[config.mk]
export PLATFORM = sky130hd
export DESIGN_NAME = alu_fwd_sel
export DESIGN_NICKNAME = d
export VERILOG_FILES = /design/src/rtl/alu_fwd_pkg.sv /design/src/rtl/alu_fwd_match.sv /design/src/rtl/alu_fwd_pick.sv /design/src/rtl/alu_fwd_opnd_mux.sv /design/src/rtl/alu_fwd_sel.sv
export SDC_FILE = /design/constraint.sdc
export NUM_CORES = 1
export LEC_CHECK = 0
export CORE_AREA = 2 2 84 86
export DETAILED_ROUTE_END_ITERATION = 16
export DIE_AREA = 0 0 86 88
export PLACE_DENSITY_LB_ADDON = 0.15
export SYNTH_ARGS = -nofsm -noshare
export SYNTH_HDL_FRONTEND = slang
export SYNTH_HIERARCHICAL = 1
export SYNTH_SLANG_ARGS = --single-unit
[constraint.sdc]
create_clock -name vclk -period 4.25
set_clock_uncertainty 0.05 [all_clocks]
set_input_delay 0.85 -clock vclk [all_inputs]
set_output_delay 0.85 -clock vclk [all_outputs]
set_load 0.02 [all_outputs]
[src/rtl/alu_fwd_pkg.sv]
package alu_fwd_pkg;

  typedef enum logic [1:0] {
    SEL_IDEX = 2'b00,
    SEL_EXM  = 2'b01,
    SEL_MWB  = 2'b10,
    SEL_RSVD = 2'b11
  } fwd_sel_e;

  localparam int NUM_OPND  = 2;
  localparam int NUM_STAGE = 2;

endpackage

[src/rtl/alu_fwd_match.sv]
module alu_fwd_match #(
  parameter int ID_W = 5
) (
  input  logic [ID_W-1:0] src_id,
  input  logic [ID_W-1:0] dst_id,
  input  logic            wr_en,
  output logic            hit
);

  logic dst_nonzero;
  logic id_equal;

  always_comb begin
    dst_nonzero = |dst_id;
    id_equal    = (dst_id == src_id);
    hit         = wr_en && dst_nonzero && id_equal;
  end

endmodule

[src/rtl/alu_fwd_pick.sv]
module alu_fwd_pick
  import alu_fwd_pkg::*;
#(
  parameter int ID_W = 5
) (
  input  logic            hit_exm,
  input  logic            hit_mwb,
  input  logic [ID_W-1:0] exm_dst_id,
  input  logic [ID_W-1:0] mwb_dst_id,
  input  logic            exm_wr_en,
  input  logic            mwb_wr_en,
  output fwd_sel_e        sel
);

  always_comb begin
    if (hit_exm)      sel = SEL_EXM;
    else if (hit_mwb) sel = SEL_MWB;
    else              sel = SEL_IDEX;
  end

  // register 0 is never a producer
  always_comb begin
    if (exm_dst_id == '0)
      assert_exm_zero_dst_R5: assert (!hit_exm) else $error("EX/MEM zero destination flagged");
    if (mwb_dst_id == '0)
      assert_mwb_zero_dst_R5: assert (!hit_mwb) else $error("MEM/WB zero destination flagged");
  end

  // a stage that does not write never forwards
  always_comb begin
    if (!exm_wr_en)
      assert_exm_wr_off_R6: assert (!hit_exm) else $error("EX/MEM hit without write enable");
    if (!mwb_wr_en)
      assert_mwb_wr_off_R6: assert (!hit_mwb) else $error("MEM/WB hit without write enable");
  end

endmodule

[src/rtl/alu_fwd_opnd_mux.sv]
module alu_fwd_opnd_mux
  import alu_fwd_pkg::*;
#(
  parameter int DATA_W = 32
) (
  input  fwd_sel_e          sel,
  input  logic [DATA_W-1:0] idex_val,
  input  logic [DATA_W-1:0] exm_val,
  input  logic [DATA_W-1:0] mwb_val,
  output logic [DATA_W-1:0] opnd
);

  always_comb begin
    unique case (sel)
      SEL_EXM:  opnd = exm_val;
      SEL_MWB:  opnd = mwb_val;
      SEL_IDEX: opnd = idex_val;
      default:  opnd = idex_val;
    endcase
  end

  // the selector feeding this mux never uses the reserved code
  always_comb begin
    assert_sel_legal_R8: assert (sel != SEL_RSVD) else $error("reserved select code seen");
  end

endmodule

[src/rtl/alu_fwd_sel.sv]
module alu_fwd_sel
  import alu_fwd_pkg::*;
#(
  parameter int ID_W   = 5,
  parameter int DATA_W = 32
) (
  input  logic [ID_W-1:0]   src_a_id,
  input  logic [ID_W-1:0]   src_b_id,
  input  logic              exm_wr_en,
  input  logic [ID_W-1:0]   exm_dst_id,
  input  logic              mwb_wr_en,
  input  logic [ID_W-1:0]   mwb_dst_id,
  input  logic [DATA_W-1:0] idex_a_val,
  input  logic [DATA_W-1:0] idex_b_val,
  input  logic [DATA_W-1:0] exm_alu_val,
  input  logic [DATA_W-1:0] mwb_wb_val,
  output logic [1:0]        sel_a,
  output logic [1:0]        sel_b,
  output logic [DATA_W-1:0] opnd_a,
  output logic [DATA_W-1:0] opnd_b
);

  logic [ID_W-1:0]   src_id   [NUM_OPND];
  logic [DATA_W-1:0] idex_val [NUM_OPND];
  logic [DATA_W-1:0] opnd     [NUM_OPND];
  fwd_sel_e          sel      [NUM_OPND];
  logic              hit_exm  [NUM_OPND];
  logic              hit_mwb  [NUM_OPND];

  always_comb begin
    src_id[0]   = src_a_id;
    src_id[1]   = src_b_id;
    idex_val[0] = idex_a_val;
    idex_val[1] = idex_b_val;
  end

  for (genvar g = 0; g < NUM_OPND; g++) begin : g_opnd
    alu_fwd_match #(.ID_W(ID_W)) i_match_exm (
      .src_id (src_id[g]),
      .dst_id (exm_dst_id),
      .wr_en  (exm_wr_en),
      .hit    (hit_exm[g])
    );

    alu_fwd_match #(.ID_W(ID_W)) i_match_mwb (
      .src_id (src_id[g]),
      .dst_id (mwb_dst_id),
      .wr_en  (mwb_wr_en),
      .hit    (hit_mwb[g])
    );

    alu_fwd_pick #(.ID_W(ID_W)) i_pick (
      .hit_exm    (hit_exm[g]),
      .hit_mwb    (hit_mwb[g]),
      .exm_dst_id (exm_dst_id),
      .mwb_dst_id (mwb_dst_id),
      .exm_wr_en  (exm_wr_en),
      .mwb_wr_en  (mwb_wr_en),
      .sel        (sel[g])
    );

    alu_fwd_opnd_mux #(.DATA_W(DATA_W)) i_mux (
      .sel      (sel[g]),
      .idex_val (idex_val[g]),
      .exm_val  (exm_alu_val),
      .mwb_val  (mwb_wb_val),
      .opnd     (opnd[g])
    );
  end

  always_comb begin
    sel_a  = sel[0];
    sel_b  = sel[1];
    opnd_a = opnd[0];
    opnd_b = opnd[1];
  end

  // an EX/MEM producer wins for operand A, and its value is used
  always_comb begin
    if (exm_wr_en && (exm_dst_id != '0) && (exm_dst_id == src_a_id)) begin
      assert_exm_fwd_a_R2: assert (sel_a == 2'b01 && opnd_a == exm_alu_val)
        else $error("operand A missed EX/MEM forward");
    end
  end

  // MEM/WB forwarding on operand B when EX/MEM does not qualify
  always_comb begin
    if (mwb_wr_en && (mwb_dst_id != '0) && (mwb_dst_id == src_b_id) &&
        !(exm_wr_en && (exm_dst_id != '0) && (exm_dst_id == src_b_id))) begin
      assert_mwb_fwd_b_R3: assert (sel_b == 2'b10 && opnd_b == mwb_wb_val)
        else $error("operand B missed MEM/WB forward");
    end
  end

  // no qualifying producer means the decode value passes through
  always_comb begin
    if (!(exm_wr_en && (exm_dst_id != '0) && (exm_dst_id == src_a_id)) &&
        !(mwb_wr_en && (mwb_dst_id != '0) && (mwb_dst_id == src_a_id))) begin
      assert_no_fwd_a_R1: assert (sel_a == 2'b00 && opnd_a == idex_a_val)
        else $error("operand A forwarded without producer");
    end
  end

endmodule

==> flow_results.org <==
** Run status
- Status :: finished, final reports clean

** Power and ir drop
- Sequential Power Share :: 0%
- Relative contribution of the clock network to total power :: 0%
- Cell internal power was estimated by the tool at 0.205 mW.
- Power per standard cell area :: 90.6 nW/um^2
- In this run, the combinational gates consume 100.0% of the power.
- The analysis attributes to cell leakage a power of 1.55 nW.
- VDD sags by at most 45.7 uV.
- Total power of the final layout :: 0.356 mW
- Switching power share of the total :: 42.4%
- Power spent charging and discharging nets :: 0.151 mW

** Synthesis
- Share of the yosys chip area belonging to registers :: 0%
- XOR/XNOR share of the synthesized area :: 8.64%
- Post-synthesis compound-gate area fraction :: 50.6%
- Leading area contributor after synthesis :: sky130_fd_sc_hd__a22oi_1
- After Yosys synthesis, full adders, half adders and majority gates account for 3.09% of the synthesized area.
- Post-synth design cell area :: 1620 sq um
- Post-Synth Simple-Gate Area :: 25.5%
- Top cell type's share of synthesized area :: 29.6%
- Top cells by area, synth :: sky130_fd_sc_hd__a22oi_1 30%, sky130_fd_sc_hd__o21ai_1 20%, sky130_fd_sc_hd__nand2_1 16%, sky130_fd_sc_hd__xor2_1 6.5%, sky130_fd_sc_hd__buf_2 6.2%
- Yosys mapped the design onto 16 distinct sky130hd cell types.
- Counting every net in the synthesized netlist gives 424.
- Cell count after synthesis :: 270
- After synthesis, the most frequently instantiated cells are 68 x sky130_fd_sc_hd__nand2_1, 64 x sky130_fd_sc_hd__a22oi_1, 64 x sky130_fd_sc_hd__o21ai_1.
- Share of synthesized area spent on multiplexers :: 0%
- sky130_fd_sc_hd__nand2_1 is the most common cell in the netlist.
- YS warnings :: 6
- In this run the mean area of a mapped cell was 6.01 sq um.
- By area, the combinational part of the netlist is dominated by compound AO/OA/AOI/OAI gates.

** Worst setup path
- Maximum fanout along the worst path :: 28
- Data arrival time at the worst-slack endpoint :: 3.22 ns
- Crit path kind :: primary input to output port
- Kind of start point of the critical path :: primary input
- The worst setup path is captured at an output port.
- Data on the critical path is required at its endpoint by 3.35 ns.

** Layout
- Post-layout instance area :: 3920 sq um
- For this run, the post-layout net count is 638.
- Antenna cells :: 0
- For this run, the number of standard cells in the final layout without fillers is 562.
- Register Area :: 0 sq um
- The layout has 0 clock buffers.
- Final sequential cell count :: 0
- Of the cells placed in the final design, the portion with a size suffix greater than 1 is 7.88%.
- Relative to the synthesized area, the layout overhead comes to 142%.

** Route
- Detailed Route WL :: 8280 um
- Detail Route Antenna Nets :: 0
- In the final routed layout, each cell accounts on average for 14.7 um.
- The detailed router finished its first iteration with 110 violations.
- The first detailed-routing pass took 5 iterations.
- Residual DRC count :: 0
- Using the TritonRoute via totals, the vias-per-cell ratio works out to 4.99.
- Vias post-DR :: 2802

** Timing
- Setup_tns :: 0 ns
- RSZ-0062 raised after global routing :: false
- Final Critical Period :: 4.12 ns
- Max-slew violations :: 0
- Final clock period utilization by the worst path :: 96.9%
- Worst relative slew slack :: 83.9%
- Final hold violations :: 0
- WHS :: 2.31 ns
- Timing would allow up to 243 MHz.
- Worst-margin pin slew :: 0.240 ns
- Final-report setup violation count :: 0

** Place
- Routability-driven placement finished with a final weighted congestion of 0.802.
- DP HPWL :: 6780 um
- The count of buffers added on input and output ports is 218.
- Dpl cells :: 562
- Summing all placed instances gives a cell area of 4000 sq um.

** Worst hold path
- Type of the worst min-delay path :: primary input to output port

** Global route
- Total routing usage reported by global routing :: 20.2%
- Met2 usage in global routing :: 39.7%
- The first global-routing pass estimated 12600 um of wire.
- Leftover overflow at the end of global routing :: 0
- Initial antenna violation count :: 0
- Fraction of met3 tracks used by global routing :: 2.92%
- Met1 Use GR :: 23.8%
- Entering global routing, the biggest net connects 31 pins.
- Vias in the first global route :: 2678
- Highest-utilization routing layer at the global route stage :: met2

** Floorplanning
- The die covers 7570 sq um.
- Die H :: 88 um
- 218 I/O pins were placed.
- Core box area :: 6640 sq um
- The die is 86 um wide.
- Std cell rows :: 30
- Initial cell density of the core :: 24.4%

** Job
- Across the run, the number of max-cap violations was 0.

** Clock tree
- CTS hold repair buffers :: 0
## critical path, stage by stage
cell and delay (ns):
sky130_fd_sc_hd__clkdlybuf4s50_1 0.51, sky130_fd_sc_hd__xor2_1 0.19, sky130_fd_sc_hd__nor3_1 0.21, sky130_fd_sc_hd__and4_2 0.32, sky130_fd_sc_hd__nor2b_4 0.06, sky130_fd_sc_hd__ha_2 0.39
sky130_fd_sc_hd__buf_12 0.18, sky130_fd_sc_hd__nand2_1 0.06, sky130_fd_sc_hd__o21ai_1 0.10, sky130_fd_sc_hd__clkdlybuf4s15_1 0.33
## cell type report
type	instances	area (sq um)
Fill cell	626	2720
Timing Repair Buffer	240	2370
Multi-Input combinational cell	238	1430
Tap cell	80	100
Inverter	4	15.0
## path summary, 6_finish.rpt
kind	slack, ns	cells after the start	end	startpoint
worst min-delay path	2.31	4	opnd_a[23]	idex_a_val[23]
worst max-delay path	0.13	10	opnd_a[14]	exm_dst_id[2]
## what timing repair did
action,4_1_cts,5_1_grt
pin swaps,0,1
buffers inserted,0,0
resized for setup,68,17
endpoints found under the setup margin,64,17
## power by group through the flow
stage	clock network [mW]	logic, mW	registers [mW]
after detailed placement	0	0.385	0
after global placement	0	0.381	0
after floorplan	0	0.129	0
after global routing	0	0.384	0
final	0	0.356	0
after CTS	0	0.357	0
## per-stage QoR
stage | util (%) | setup WS [ns]
floorplan | - | 0.802
global placement | 60.3 | -0.160
detailed placement | 60.3 | -0.246
CTS | 59.2 | 0.0880
global route | 59.1 | 0.00165
finish | 59.1 | 0.134
## placed cells by master, fill, tap and decap left out, types with 5 or more instances in the layout
master,synthesis,final
sky130_fd_sc_hd__clkdlybuf4s50_1,0,153
sky130_fd_sc_hd__nand2_1,68,68
sky130_fd_sc_hd__o21ai_1,64,64
sky130_fd_sc_hd__a22oi_1,64,64
sky130_fd_sc_hd__dlygate4sd2_1,0,53
sky130_fd_sc_hd__xor2_1,12,12
sky130_fd_sc_hd__buf_4,2,12
sky130_fd_sc_hd__buf_12,0,9
sky130_fd_sc_hd__clkdlybuf4s15_1,0,6
sky130_fd_sc_hd__clkbuf_2,0,5
## metal layers
metal | wire (um) | share of wire [%]
met1 | 3330 | 40
met2 | 4260 | 51
met3 | 629 | 7.6
met4 | 63 | 0.76
met5 | 0 | 0
## logic make-up after synthesis
family / Yosys count
XOR/XNOR: 16
adder cells (fa/ha/maj): 4
buffers and inverters: 32
AO/OA/AOI/OAI: 132
AND/OR/NAND/NOR: 86
(Power assumes the default switching activity.)
